$ cat config.mk
export PLATFORM = sky130hd
export DESIGN_NAME = mulcp_top
export DESIGN_NICKNAME = d
export VERILOG_FILES = /design/src/rtl/mulcp_pkg.sv /design/src/rtl/mulcp_decode.sv /design/src/rtl/mulcp_ctrl.sv /design/src/rtl/mulcp_datapath.sv /design/src/rtl/mulcp_top.sv
export SDC_FILE = /design/constraint.sdc
export NUM_CORES = 1
export LEC_CHECK = 0
export BUFFER_PORTS_ARGS = -buffer_cell sky130_fd_sc_hd__buf_2
export CAP_MARGIN = 15
export CELL_PAD_IN_SITES_DETAIL_PLACEMENT = 0
export CELL_PAD_IN_SITES_GLOBAL_PLACEMENT = 1
export CORE_MARGIN = 2
export CORE_UTILIZATION = 40
export CTS_CLUSTER_SIZE = 30
export DETAILED_ROUTE_END_ITERATION = 10
export HOLD_SLACK_MARGIN = 0.05
export PLACE_DENSITY_LB_ADDON = 0.15
export REMOVE_ABC_BUFFERS = 1
export SETUP_SLACK_MARGIN = 0.1
export SKIP_LAST_GASP = 1
export SLEW_MARGIN = 20
export SYNTH_ARGS = -nofsm -noshare
export SYNTH_HDL_FRONTEND = slang
export SYNTH_SLANG_ARGS = --single-unit
$ cat constraint.sdc
create_clock -name clk -period 3.09 [get_ports clk]
set_input_delay 0.1545 -clock clk [delete_from_list [all_inputs] [get_ports clk]]
set_output_delay 0.1545 -clock clk [all_outputs]
set_load 0.02 [all_outputs]
$ cat src/rtl/mulcp_pkg.sv
package mulcp_pkg;
  localparam logic [6:0] OPC_REG = 7'b0110011;
  localparam logic [6:0] F7_MUL  = 7'b0000001;

  typedef enum logic [1:0] {
    MK_LO  = 2'd0,
    MK_HSS = 2'd1,
    MK_HSU = 2'd2,
    MK_HUU = 2'd3
  } mul_kind_e;

  typedef enum logic [1:0] {
    CS_IDLE = 2'd0,
    CS_RUN  = 2'd1,
    CS_FIN  = 2'd2,
    CS_HOLD = 2'd3
  } ctl_state_e;
endpackage

$ cat src/rtl/mulcp_decode.sv
module mulcp_decode
  import mulcp_pkg::*;
(
  input  logic [31:0] insn,
  output logic        hit,
  output mul_kind_e   kind
);
  logic unused_fields;
  assign unused_fields = ^{insn[24:15], insn[11:7], insn[13:12] == 2'b00};

  always_comb begin
    hit  = (insn[6:0] == OPC_REG) && (insn[31:25] == F7_MUL) && !insn[14];
    kind = mul_kind_e'(insn[13:12]);
  end
endmodule

$ cat src/rtl/mulcp_ctrl.sv
module mulcp_ctrl
  import mulcp_pkg::*;
#(
  parameter int XLEN = 32
) (
  input  logic clk,
  input  logic rst,
  input  logic valid,
  input  logic hit,
  input  logic want_hi,
  output logic load,
  output logic step,
  output logic capture,
  output logic busy_q,
  output logic done_q,
  output logic wr_q
);
  localparam int PW = 2 * XLEN;
  localparam int CW = $clog2(PW + 1);
  localparam logic [CW-1:0] LAST_LO = CW'(XLEN - 1);
  localparam logic [CW-1:0] LAST_HI = CW'(PW - 1);

  ctl_state_e state_q;
  logic [CW-1:0] cnt_q;
  logic hi_q;

  always_comb begin
    load    = (state_q == CS_IDLE) && valid && hit;
    step    = (state_q == CS_RUN);
    capture = (state_q == CS_FIN);
  end

  always_ff @(posedge clk) begin
    if (rst) begin
      state_q <= CS_IDLE;
      cnt_q   <= '0;
      hi_q    <= 1'b0;
      busy_q  <= 1'b0;
      done_q  <= 1'b0;
      wr_q    <= 1'b0;
    end else begin
      case (state_q)
        CS_IDLE: if (load) begin
          state_q <= CS_RUN;
          cnt_q   <= '0;
          hi_q    <= want_hi;
          busy_q  <= 1'b1;
        end
        CS_RUN: begin
          cnt_q <= cnt_q + 1'b1;
          if (cnt_q == (hi_q ? LAST_HI : LAST_LO)) state_q <= CS_FIN;
        end
        CS_FIN: begin
          busy_q  <= 1'b0;
          done_q  <= 1'b1;
          wr_q    <= 1'b1;
          state_q <= CS_HOLD;
        end
        default: begin
          done_q <= 1'b0;
          wr_q   <= 1'b0;
          if (!valid) state_q <= CS_IDLE;
        end
      endcase
    end
  end

  AST_NO_WAIT_WITH_READY: assert property (@(posedge clk) disable iff (rst)
    !(busy_q && done_q));
  AST_WAIT_UNTIL_READY: assert property (@(posedge clk) disable iff (rst)
    $fell(busy_q) |-> done_q);
  AST_READY_ONE_CYCLE: assert property (@(posedge clk) disable iff (rst)
    done_q |=> !done_q);
  AST_CNT_BOUND: assert property (@(posedge clk) disable iff (rst)
    cnt_q <= CW'(PW));
  AST_NO_REACCEPT: assert property (@(posedge clk) disable iff (rst)
    done_q |=> !busy_q);
endmodule

$ cat src/rtl/mulcp_datapath.sv
module mulcp_datapath
  import mulcp_pkg::*;
#(
  parameter int XLEN = 32
) (
  input  logic            clk,
  input  logic            rst,
  input  logic            load,
  input  logic            step,
  input  logic            capture,
  input  mul_kind_e       kind,
  input  logic [XLEN-1:0] op_a,
  input  logic [XLEN-1:0] op_b,
  output logic [XLEN-1:0] result
);
  localparam int PW = 2 * XLEN;

  logic [PW-1:0] mcand_q, mplier_q, acc_q;
  logic          hi_q;
  logic          a_sgn, b_sgn;
  logic [PW-1:0] a_ext, b_ext;

  always_comb begin
    a_sgn = (kind == MK_HSS) || (kind == MK_HSU);
    b_sgn = (kind == MK_HSS);
    a_ext = {{XLEN{a_sgn & op_a[XLEN-1]}}, op_a};
    b_ext = {{XLEN{b_sgn & op_b[XLEN-1]}}, op_b};
  end

  always_ff @(posedge clk) begin
    if (rst) begin
      mcand_q  <= '0;
      mplier_q <= '0;
      acc_q    <= '0;
      hi_q     <= 1'b0;
      result   <= '0;
    end else begin
      if (load) begin
        mcand_q  <= a_ext;
        mplier_q <= b_ext;
        acc_q    <= '0;
        hi_q     <= (kind != MK_LO);
      end else if (step) begin
        if (mplier_q[0]) acc_q <= acc_q + mcand_q;
        mcand_q  <= mcand_q << 1;
        mplier_q <= mplier_q >> 1;
      end
      if (capture) result <= hi_q ? acc_q[PW-1:XLEN] : acc_q[XLEN-1:0];
    end
  end

  AST_CAPTURE_AFTER_STEP: assert property (@(posedge clk) disable iff (rst)
    capture |-> $past(step));
  AST_RESULT_STABLE: assert property (@(posedge clk) disable iff (rst)
    !$past(capture) && !capture |=> $stable(result));
endmodule

$ cat src/rtl/mulcp_top.sv
module mulcp_top
  import mulcp_pkg::*;
#(
  parameter int XLEN = 32
) (
  input  logic            clk,
  input  logic            rst,
  input  logic            req_valid,
  input  logic [31:0]     req_insn,
  input  logic [XLEN-1:0] req_op_a,
  input  logic [XLEN-1:0] req_op_b,
  output logic            rsp_write,
  output logic [XLEN-1:0] rsp_result,
  output logic            rsp_busy,
  output logic            rsp_done
);
  logic      dec_hit;
  mul_kind_e dec_kind;
  logic      c_load, c_step, c_capture;

  mulcp_decode u_dec (
    .insn (req_insn),
    .hit  (dec_hit),
    .kind (dec_kind)
  );

  mulcp_ctrl #(.XLEN(XLEN)) u_ctrl (
    .clk     (clk),
    .rst     (rst),
    .valid   (req_valid),
    .hit     (dec_hit),
    .want_hi (dec_kind != MK_LO),
    .load    (c_load),
    .step    (c_step),
    .capture (c_capture),
    .busy_q  (rsp_busy),
    .done_q  (rsp_done),
    .wr_q    (rsp_write)
  );

  mulcp_datapath #(.XLEN(XLEN)) u_dp (
    .clk     (clk),
    .rst     (rst),
    .load    (c_load),
    .step    (c_step),
    .capture (c_capture),
    .kind    (dec_kind),
    .op_a    (req_op_a),
    .op_b    (req_op_b),
    .result  (rsp_result)
  );

  AST_ACCEPT_ONLY_OWN: assert property (@(posedge clk) disable iff (rst)
    $rose(rsp_busy) |-> $past(req_valid && dec_hit));
  AST_WRITE_WITH_READY: assert property (@(posedge clk) disable iff (rst)
    rsp_write |-> rsp_done);
endmodule

==> flow_metrics.tcl <==
set metrics [dict create \
    outcome "finished clean" \
    synth_edf_count 0 \
    clk_path_buf_depth 3 \
    gr-usage-all-layers 0.2223 \
    wl_per_cell_um 16.80 \
    finClkSkew_ps 11.69 \
    initial_core_util 0.4061 \
    setup_violations 0 \
    layout-drive-gt1-share 0.2090 \
    gr-total-overflow 0 \
    multi_input_area_sq_um 8447 \
    cts.sinks 237 \
    crit_required_ps 3530 \
    peakVddDrop_uv 362.1 \
    worstReg2RegStart "u_dp.acc_q[0]$_SDFFE_PP0P_" \
    syn_area_sq_um 13180 \
    die_w_um 185.5 \
    placementRows 66 \
    hold_start "req_valid" \
    async_reset_ff_frac 0 \
    ant_nets 0 \
    drc 0 \
    pin_count 134 \
    design.core.area_sq_um 32450 \
    fin_total_pwr_mw 6.798 \
    tightest_slew_ps 857.7 \
    hold_depth 4 \
    cts_tree "yes" \
    slew_headroom 0.4282 \
    gp_congestion 0.9209 \
    nNetsFinal 2019 \
    hold_path_end "u_ctrl.state_q[0]$_SDFFE_PP0P_" \
    grt_max_degree 140 \
    setup.worst_path.class "reg -> reg" \
    dieHeight_um 185.5 \
    fillerInstances 3152 \
    routed_wl_um 38860 \
    reg2reg_slack_ps 130 \
    cts_max_level 1 \
    synth_warnings 0 \
    hold_violations 0 \
    maxSlewViolCount 0 \
    dp_cells 2183 \
    n_antenna_cell 0 \
    cp-start-kind "register" \
    clkTransAtPathRegs_ps 60 \
    leakage_nw 6.627 \
    antenna_found_initial 0 \
    cap_violations 0 \
    cpPeakStageDelay_ps 340 \
    holdWs_ps 61.48 \
    cts-buffers-inserted 28 \
    crit_chain "ha_4 -> fa_2 -> a21o_1 -> a31o_1 -> a31o_1 -> o31a_1 -> a21oi_2 -> buf_4 -> o21a_4 -> o21ai_4 -> a21oi_2 -> buf_4 -> or3_1 -> nand3_1" \
    area_delta_synth_final_pct 29.56 \
    synth_area_per_cell_sq_um 8.017 \
    grt_pass1_vias 11560 \
    synth_cell_types 69 \
    fin_cells 2313 \
    period_needed_ps 2958 \
    timing.rr.end "u_dp.acc_q[56]$_SDFFE_PP0P_" \
    root_buffer "clkbuf_16" \
    max_freq_mhz 338.0 \
    insertion_delay_ps 560 \
    cp_data_arrival_time_ps 3400 \
    reg2regPathDepth 14 \
    die_area_sq_um 34420 \
    first_pass_iters 4 \
    hpwlAfterDp_um 26570 \
    grt_pass1_wl_um 62070 \
    yosysSeqAreaShare 0.3600 \
    hold_class "in -> reg" \
    drtIter0Drc 688 \
    critPathCaptureType "register" \
    rsz0062_at_grt "true" \
    crit_fanout 5 \
    ys_ff_latch 237 \
    crit_slowest_cell "fa_2" \
    port-buffer-count 118 \
    fin_crit_sh 0.9574 \
    dr_total_vias 12430 \
    synthCells 1644 \
    ff_latch_area_sq_um 4756 \
    powerDensity_nw_per_um2 398.1 \
    synth-main-ff-cell "dfxtp_1" \
    viasPerCell 5.374 \
]
[power breakdown]
part	internal [mW]	switching [mW]
Combinational	0.108	0.0964
Sequential	3.06	0.00106
Clock	2.17	1.37
[cells in the final DEF, fill, tap and decap left out, types with 19 or more instances in the layout]
cell type      synthesis  final
dfxtp_1              237    228
nor2_1               219    215
a21oi_1              185    172
nand2_1              151    145
buf_2                 18    117
buf_4                  1    114
mux2i_1              103    103
a211oi_1             103    102
nor3_1                75     73
dlygate4sd3_1          0     65
nand3_1               45     44
ha_1                  69     39
a21o_1                32     32
xnor2_1               31     31
o21ai_0               32     30
clkbuf_16              0     28
ha_4                   0     26
nand4_1               24     24
inv_1                 21     21
xor2_1                19     19
[through the flow]
step                TNS, ps  area, sq um  utilization  setup WS, ps
global route              0        17080       0.5262         8.791
CTS                       0        16610       0.5118         100.5
finish                    0        17080       0.5262         131.6
floorplan           -921530        12670            -         -6501
detailed placement   -506.7        14730       0.4539        -151.2
global placement     -228.7        14730       0.4539        -113.2
[layer usage]
metal,up-vias,GRT usage,wire (um)
met5,-,0,0
met4,0,0.04159,523
met2,236,0.3409,16730
li1,6337,-,-
met3,38,0.02622,1637
met1,5820,0.3350,19970
[synthesized netlist by cell type, types with 3 or more instances]
cell        n  area, sq um
nand2b_1    7        43.79
or4_1       8        60.06
o211ai_1    3        22.52
or3_1       7        43.79
a221oi_1    3        26.28
xnor2_1    31        271.5
o21a_1     10        75.07
a211o_1     3        26.28
o21bai_1   12        90.09
o21ai_0    32        160.2
clkbuf_1   87        326.6
mux2i_1   103         1031
nand2_1   151        566.8
inv_1      21        78.83
buf_2      18        90.09
buf_1      22        82.58
o221ai_1    4        35.03
a21o_1     32        240.2
a41oi_1     3        26.28
o21ai_1    16        80.08
a22oi_1     5        37.54
nor4_1      3        18.77
ha_1       69        863.3
a32oi_1     3        26.28
or2_2       3        18.77
xor2_1     19        166.4
nor3_1     75        375.4
and2_1      8        50.05
nand4_1    24        150.1
nor2_1    219        822.0
a31oi_1     7        43.79
and3_1     11        68.82
dfxtp_1   237         4745
a211oi_1  103        773.2
o31ai_1     7        52.55
nand3_1    45        225.2
a21oi_1   185        925.9
o31a_1      3        26.28
nor2b_1     6        37.54
[flip-flops by register name, summed over array words and instances (netlist names)]
signal          flops
u_ctrl.busy_q       1
u_dp.hi_q           1
u_ctrl.hi_q         1
u_ctrl.cnt_q        7
u_dp.mplier_q      64
u_dp.mcand_q       64
u_ctrl.done_q       1
u_ctrl.state_q      2
u_dp.acc_q         64
u_dp.result        32
[cells by family (layout without fill, tap and decap cells)]
kind of cell / after synthesis / in the layout / synth area share
AO/OA/AOI/OAI: 453 / 453 / 0.2195
XOR/XNOR: 50 / 50 / 0.03323
adder cells (fa/ha/maj): 70 / 70 / 0.06702
buffers and inverters: 150 / 377 / 0.04481
flip-flops: 237 / 237 / 0.3600
multiplexers: 103 / 103 / 0.07822
AND/OR/NAND/NOR: 581 / 581 / 0.1973
[repair_timing]
action | 4_1_cts | 5_1_grt
pin swaps | 15 | 32
endpoints found under the hold margin | 91 | 0
setup buffers | 3 | 11
setup endpoints to repair | 19 | 25
gates resized for setup | 39 | 66
hold buffers | 65 | 0
[critical path, delay by kind of cell, from the launching register on]
kind	cells	cell delay, ps
DFF	1	330
buffers and inverters	2	290
and+or+nand+nor	2	160
adders and majority gates	2	500
AOI/OAI and AO/OA	8	1550
[cell type report]
cell class	count	area share
Tap cell	442	0.03239
Timing Repair Buffer	305	0.1315
Clock inverter	11	0.01055
Sequential cell	237	0.2785
Multi-Input combinational cell	1257	0.4947
Clock buffer	40	0.04777
Inverter	21	0.004616
[how the worst max path moves through the flow]
stage / slack, ps / cells past startpoint / to / startpoint
floorplan: -6500 / 9 / u_dp.mcand_q[63]$_SDFFE_PP0P_ / u_ctrl.state_q[0]$_SDFFE_PP0P_
global placement: -110 / 14 / u_dp.acc_q[56]$_SDFFE_PP0P_ / u_dp.acc_q[0]$_SDFFE_PP0P_
detailed placement: -150 / 14 / u_dp.acc_q[56]$_SDFFE_PP0P_ / u_dp.acc_q[0]$_SDFFE_PP0P_
CTS: 100 / 11 / u_dp.acc_q[63]$_SDFFE_PP0P_ / u_dp.mcand_q[33]$_SDFFE_PP0P_
global route: 9 / 13 / u_dp.acc_q[61]$_SDFFE_PP0P_ / u_dp.acc_q[42]$_SDFFE_PP0P_
finish: 130 / 14 / u_dp.acc_q[56]$_SDFFE_PP0P_ / u_dp.acc_q[0]$_SDFFE_PP0P_
(Power assumes the default switching activity.)
